[src/rtl/nic_ctl_pkg.sv]
package nic_ctl_pkg;

    localparam int OP_W  = 5;
    localparam int ARG_W = 11;
    localparam int CMD_W = OP_W + ARG_W;
    localparam int WIN_W = 3;
    localparam int SRC_W = 8;
    localparam int RSV_W = CMD_W - WIN_W - 1 - SRC_W;

    // cause bit positions with special set sources
    localparam int SRC_LATCH = 0;
    localparam int SRC_REQ   = 6;

    localparam logic [OP_W-1:0] OPC_GRST      = 5'd0;
    localparam logic [OP_W-1:0] OPC_WIN       = 5'd1;
    localparam logic [OP_W-1:0] OPC_RX_OFF    = 5'd3;
    localparam logic [OP_W-1:0] OPC_RX_ON     = 5'd4;
    localparam logic [OP_W-1:0] OPC_TX_ON     = 5'd9;
    localparam logic [OP_W-1:0] OPC_TX_OFF    = 5'd10;
    localparam logic [OP_W-1:0] OPC_REQ_INT   = 5'd12;
    localparam logic [OP_W-1:0] OPC_ACK       = 5'd13;
    localparam logic [OP_W-1:0] OPC_SET_IMASK = 5'd14;
    localparam logic [OP_W-1:0] OPC_SET_RMASK = 5'd15;
    localparam logic [OP_W-1:0] OPC_STAT_ON   = 5'd21;
    localparam logic [OP_W-1:0] OPC_STAT_OFF  = 5'd22;

    typedef struct packed {
        logic             grst;
        logic             win;
        logic             rx_on;
        logic             rx_off;
        logic             tx_on;
        logic             tx_off;
        logic             st_on;
        logic             st_off;
        logic             req_int;
        logic             ack;
        logic             set_imask;
        logic             set_rmask;
        logic             unknown;
        logic [ARG_W-1:0] arg;
    } cmd_dec_t;

    typedef struct packed {
        logic [WIN_W-1:0] win;
        logic             busy;
        logic [RSV_W-1:0] rsvd;
        logic [SRC_W-1:0] cause;
    } status_t;

    function automatic cmd_dec_t decode_cmd(input logic [CMD_W-1:0] w, input logic en);
        cmd_dec_t d;
        d     = '0;
        d.arg = w[ARG_W-1:0];
        if (en) begin
            case (w[CMD_W-1:ARG_W])
                OPC_GRST:      d.grst      = 1'b1;
                OPC_WIN:       d.win       = 1'b1;
                OPC_RX_OFF:    d.rx_off    = 1'b1;
                OPC_RX_ON:     d.rx_on     = 1'b1;
                OPC_TX_ON:     d.tx_on     = 1'b1;
                OPC_TX_OFF:    d.tx_off    = 1'b1;
                OPC_REQ_INT:   d.req_int   = 1'b1;
                OPC_ACK:       d.ack       = 1'b1;
                OPC_SET_IMASK: d.set_imask = 1'b1;
                OPC_SET_RMASK: d.set_rmask = 1'b1;
                OPC_STAT_ON:   d.st_on     = 1'b1;
                OPC_STAT_OFF:  d.st_off    = 1'b1;
                default:       d.unknown   = 1'b1;
            endcase
        end
        return d;
    endfunction

endpackage

[src/rtl/nic_cmd_decode.sv]
module nic_cmd_decode
    import nic_ctl_pkg::*;
(
    input  logic             cmd_wr,
    input  logic [CMD_W-1:0] cmd_word,
    input  logic             busy,
    output cmd_dec_t         dec
);
    // a command is taken only when the strobe is high and the block is idle
    always_comb begin
        dec = decode_cmd(cmd_word, cmd_wr && !busy);
    end
endmodule

[src/rtl/nic_ctl_state.sv]
module nic_ctl_state
    import nic_ctl_pkg::*;
#(
    parameter int RST_CYCLES = 16
)(
    input  logic             clk,
    input  logic             rst,
    input  cmd_dec_t         dec,
    output logic [WIN_W-1:0] win_o,
    output logic             rx_en_o,
    output logic             tx_en_o,
    output logic             st_en_o,
    output logic             busy_o
);
    localparam int CW = $clog2(RST_CYCLES + 1);

    logic [CW-1:0] busy_cnt;

    always_ff @(posedge clk) begin
        if (rst) begin
            win_o    <= '0;
            rx_en_o  <= 1'b0;
            tx_en_o  <= 1'b0;
            st_en_o  <= 1'b0;
            busy_cnt <= '0;
        end else begin
            if (busy_cnt != '0) busy_cnt <= busy_cnt - 1'b1;
            if (dec.grst) begin
                win_o    <= '0;
                rx_en_o  <= 1'b0;
                tx_en_o  <= 1'b0;
                st_en_o  <= 1'b0;
                busy_cnt <= CW'(RST_CYCLES);
            end
            if (dec.unknown) busy_cnt <= CW'(1);
            if (dec.win)     win_o    <= dec.arg[WIN_W-1:0];
            if (dec.rx_on)   rx_en_o  <= 1'b1;
            if (dec.rx_off)  rx_en_o  <= 1'b0;
            if (dec.tx_on)   tx_en_o  <= 1'b1;
            if (dec.tx_off)  tx_en_o  <= 1'b0;
            if (dec.st_on)   st_en_o  <= 1'b1;
            if (dec.st_off)  st_en_o  <= 1'b0;
        end
    end

    assign busy_o = (busy_cnt != '0);

    p_win_load_r2: assert property (@(posedge clk) disable iff (rst)
        dec.win |=> (win_o == $past(dec.arg[WIN_W-1:0])));

    p_unknown_pulse_r11: assert property (@(posedge clk) disable iff (rst)
        dec.unknown |=> busy_o);

    p_grst_state_r9: assert property (@(posedge clk) disable iff (rst)
        dec.grst |=> (busy_o && win_o == '0 && !rx_en_o && !tx_en_o && !st_en_o));
endmodule

[src/rtl/nic_irq_core.sv]
module nic_irq_core
    import nic_ctl_pkg::*;
(
    input  logic             clk,
    input  logic             rst,
    input  cmd_dec_t         dec,
    input  logic [SRC_W-1:0] evt_i,
    output logic [SRC_W-1:0] cause_o,
    output logic [SRC_W-1:0] rmask_o,
    output logic             irq_o
);
    logic [SRC_W-1:0] imask_q;
    logic [SRC_W-1:0] set_v;
    logic [SRC_W-1:0] clr_v;

    assign irq_o = |(cause_o[SRC_W-1:1] & imask_q[SRC_W-1:1]);

    always_ff @(posedge clk) begin
        if (rst || dec.grst) begin
            imask_q <= '0;
            rmask_o <= '1;
        end else begin
            if (dec.set_imask) imask_q <= dec.arg[SRC_W-1:0];
            if (dec.set_rmask) rmask_o <= dec.arg[SRC_W-1:0];
        end
    end

    for (genvar i = 0; i < SRC_W; i++) begin : g_cause
        if (i == SRC_LATCH) begin : g_latch
            assign set_v[i] = irq_o;
        end else if (i == SRC_REQ) begin : g_req
            assign set_v[i] = dec.req_int;
        end else begin : g_evt
            assign set_v[i] = evt_i[i];
        end
        assign clr_v[i] = dec.ack && dec.arg[i];

        always_ff @(posedge clk) begin
            if (rst || dec.grst)  cause_o[i] <= 1'b0;
            else if (set_v[i])    cause_o[i] <= 1'b1;
            else if (clr_v[i])    cause_o[i] <= 1'b0;
        end

        p_ack_clear_r5: assert property (@(posedge clk) disable iff (rst)
            (clr_v[i] && !set_v[i]) |=> !cause_o[i]);

        p_set_sticks_r4: assert property (@(posedge clk) disable iff (rst)
            (set_v[i] && !dec.grst) |=> cause_o[i]);
    end

    p_latch0_r7: assert property (@(posedge clk) disable iff (rst)
        (irq_o && !dec.grst) |=> cause_o[SRC_LATCH]);
endmodule

[src/rtl/nic_cmd_ctrl.sv]
module nic_cmd_ctrl
    import nic_ctl_pkg::*;
#(
    parameter int RST_CYCLES = 16
)(
    input  logic        clk,
    input  logic        rst,
    input  logic        cmd_wr,
    input  logic [15:0] cmd_word,
    input  logic [7:0]  evt_i,
    output logic [15:0] status_o,
    output logic        irq_o,
    output logic        rx_en_o,
    output logic        tx_en_o,
    output logic        stats_en_o
);
    cmd_dec_t         dec;
    logic             busy;
    logic [WIN_W-1:0] win;
    logic [SRC_W-1:0] cause;
    logic [SRC_W-1:0] rmask;
    status_t          stat;

    nic_cmd_decode u_dec (
        .cmd_wr   (cmd_wr),
        .cmd_word (cmd_word),
        .busy     (busy),
        .dec      (dec)
    );

    nic_ctl_state #(.RST_CYCLES(RST_CYCLES)) u_state (
        .clk     (clk),
        .rst     (rst),
        .dec     (dec),
        .win_o   (win),
        .rx_en_o (rx_en_o),
        .tx_en_o (tx_en_o),
        .st_en_o (stats_en_o),
        .busy_o  (busy)
    );

    nic_irq_core u_irq (
        .clk     (clk),
        .rst     (rst),
        .dec     (dec),
        .evt_i   (evt_i),
        .cause_o (cause),
        .rmask_o (rmask),
        .irq_o   (irq_o)
    );

    always_comb begin
        stat.win   = win;
        stat.busy  = busy;
        stat.rsvd  = '0;
        stat.cause = cause & rmask;
    end
    assign status_o = stat;

    p_busy_ignore_r10: assert property (@(posedge clk) disable iff (rst)
        (busy && cmd_wr) |=> ($stable(status_o[15:13]) && $stable(rx_en_o)
                              && $stable(tx_en_o) && $stable(stats_en_o)));
endmodule

[config.mk]
export PLATFORM = sky130hd
export DESIGN_NAME = nic_cmd_ctrl
export DESIGN_NICKNAME = d
export VERILOG_FILES = /design/src/rtl/nic_ctl_pkg.sv /design/src/rtl/nic_cmd_decode.sv /design/src/rtl/nic_ctl_state.sv /design/src/rtl/nic_irq_core.sv /design/src/rtl/nic_cmd_ctrl.sv
export SDC_FILE = /design/constraint.sdc
export NUM_CORES = 1
export LEC_CHECK = 0
export CORE_ASPECT_RATIO = 1.2
export CORE_MARGIN = 2
export CORE_UTILIZATION = 55
export CTS_CLUSTER_SIZE = 12
export DETAILED_ROUTE_END_ITERATION = 10
export DONT_BUFFER_PORTS = 1
export PLACE_DENSITY = 0.81
export SYNTH_ARGS = -nofsm -noshare
export SYNTH_HDL_FRONTEND = slang
export SYNTH_SLANG_ARGS = --single-unit
[constraint.sdc]
create_clock -name clk -period 2.22 [get_ports clk]
set_input_delay 0.333 -clock clk [delete_from_list [all_inputs] [get_ports clk]]
set_output_delay 0.333 -clock clk [all_outputs]
set_load 0.03 [all_outputs]
==> results.yml <==
floorplan:
  boundaryPins: 47
  start_util: 0.579
  fp.dieW_um: 53.4
  num_rows: 21
  dieArea_um2: 3380
  die_y_um: 63.3
  core-area_um2: 2790
cts:
  cts_made_buffers: 5
  cts_buffer_depth: 2
  clkTransAtPathRegs_ns: 0.10
  cts_resized: 0
  htree_levels: 2
  cts_tree: "done"
  cts_root_buf: "clkbuf_4"
  post_cts_buffers: 0
  clock-sinks: 34
  ctsHoldBuffers: 0
  clk_latency_ns: 0.33
synthesis:
  ys_types: 48
  synth_seq_area_share: 0.422
  ys.flop_type: "dfxtp_1"
  synth_area_um2: 1610
  synth_edf_count: 0
  synthCells: 177
  synth_async_sr_flop_share: 0
  ys_ff_latch: 34
  syn_avg_cell_area_um2: 9.11
  ys_warn_count: 0
cells_and_area:
  nets: 206
  diodes: 0
  area_delta_synth_final_pct: 4.19
  final_layout_size_suffix_gt1_frac: 0.112
routing:
  first_pass_iters: 4
  drc: 0
  postRouteAntennaNets: 0
  avgViaCountPerCell: 5.94
  totalWireLength_um: 3270
  wl_per_cell_um: 15.4
  vias: 1260
  drt_iter0_drc: 24
sta:
  fin_worst_skew_ns: 0.00547
  fin_tns_setup_ns: 0
  rsz0062_at_grt: "false"
  slew_violations: 0
  period_minus_slack_ns: 1.93
  hold_viol: 0
  finalSetupViolCount: 0
  max_freq_mhz: 519
  timing.hold.ws_ns: 0.0558
  period_share: 0.868
grt:
  grt_antenna_before_repair: 0
  grt_usage: 0.220
  grt_max_degree: 16
  grt.overflow.total: 0
  grt_pass1_wl_um: 5470
  grt_pass1_vias: 1247
worst_setup_path:
  cp_max_fo: 15
  cp.arrival_ns: 2.16
  cp.required_ns: 2.45
  end_kind: "flip-flop"
  crit_type: "flip-flop to flip-flop"
  cp-start-kind: "flip-flop"
power:
  ir_drop_v: 0.000676
  leakagePower_uw: 0.000729
  p_per_area_nw_per_um2: 826
  design_power_total_uw: 1390
job:
  max_cap_violations: 0
placement:
  port_buffers: 0
  place.gp.congestion: 0.896
  hpwl_um: 2500
min_path:
  min_path_type: "input pin to flip-flop"
outcome:
  status: "finished clean"
[where the power goes]
group	internal, µW	total [µW]	switching [µW]	leakage, µW
logic	157	380	223	0.000427
clock network	118	316	198	0.0000243
registers	650	691	40.9	0.000277
[metrics by stage]
step           instances  utilization  worst slack, ns  instance area (µm²)
5_1_grt              212        0.603           0.0552                 1680
3_3_place_gp         205        0.586            0.348                 1630
2_1_floorplan        180            -            0.346                 1620
6_report             212        0.603            0.294                 1680
3_5_place_dp         205        0.586            0.283                 1630
4_1_cts              212        0.603            0.276                 1680
[layer usage]
metal	vias up	wire [µm]	global-route usage
met5	-	0	0
met4	0	48	0.115
met3	5	209	0.0782
met2	29	1730	0.370
met1	607	1280	0.230
li1	619	-	-
[cells in the final DEF, fill, tap and decap left out, types with 6 or more instances in the layout]
cell,n
a21oi_1,6
o21a_1,7
nand2_1,21
a21boi_0,6
dfxtp_1,34
and2_1,8
nor2_1,11
mux2i_1,14
[Yosys cell counts, types with 2 or more instances]
library cell / instances / area share
a21oi_1: 6 / 0.019
nand2_1: 21 / 0.049
and2_1: 8 / 0.031
dfxtp_1: 34 / 0.42
a22oi_1: 2 / 0.0093
or2_2: 3 / 0.012
o31ai_1: 2 / 0.0093
nor2_1: 11 / 0.026
nand3_1: 5 / 0.016
o21a_1: 7 / 0.033
and3_1: 2 / 0.0078
a21boi_0: 6 / 0.028
xnor2_1: 2 / 0.011
and4b_1: 2 / 0.012
mux2i_1: 14 / 0.087
buf_4: 5 / 0.023
inv_1: 4 / 0.0093
nor3_1: 5 / 0.016
nand3b_1: 2 / 0.0093
clkbuf_1: 7 / 0.016
o31a_1: 2 / 0.011
[worst paths after layout]
check,slack (ns),cells past startpoint,endpoint,from
setup / recovery,0.29,7,u_irq.rmask_o[0]$_SDFFE_PP1P_,u_state.busy_cnt[0]$_SDFFE_PP0P_
hold / removal,0.06,1,u_state.busy_cnt[4]$_SDFFE_PP0P_,rst
setup reg to reg,0.29,7,u_irq.rmask_o[0]$_SDFFE_PP1P_,u_state.busy_cnt[0]$_SDFFE_PP0P_
hold reg to reg,0.48,2,u_irq.rmask_o[4]$_SDFFE_PP1P_,u_irq.rmask_o[4]$_SDFFE_PP1P_
[logic make-up after synthesis]
family                     share of synthesized area
AOI/OAI and AO/OA                              0.161
xor gates and xnor gates                      0.0163
adders and majority gates                    0.00776
buffers and inverters                         0.0566
DFF                                            0.422
muxes                                         0.0939
other                                        0.00233
and+or+nand+nor                                0.240
[layout make-up]
| type | instances | area [µm²] |
|---|---|---|
| well taps | 34 | 42.5 |
| repair buffers | 5 | 37.5 |
| flip-flops and latches | 34 | 681 |
| clock inverters | 1 | 7.51 |
| inverters | 5 | 18.8 |
| fillers | 256 | 1100 |
| clock buffers | 6 | 41.3 |
| multi-input cells | 127 | 852 |
[critical path, cell delays in order (launching register included)]
cell,delay [ns]
dfxtp_1,0.34
inv_1,0.06
ha_1,0.20
nor4b_4,0.25
buf_4,0.25
nand4_2,0.37
mux2i_1,0.27
nand2_1,0.08
[sequential cells by signal (all words and copies together), names as in the netlist]
signal,count
u_irq.cause_o,8
u_irq.rmask_o,8
u_irq.imask_q,7
u_state.busy_cnt,5
u_state.win_o,3
u_state.rx_en_o,1
u_state.st_en_o,1
u_state.tx_en_o,1
(Power assumes the default switching activity.)
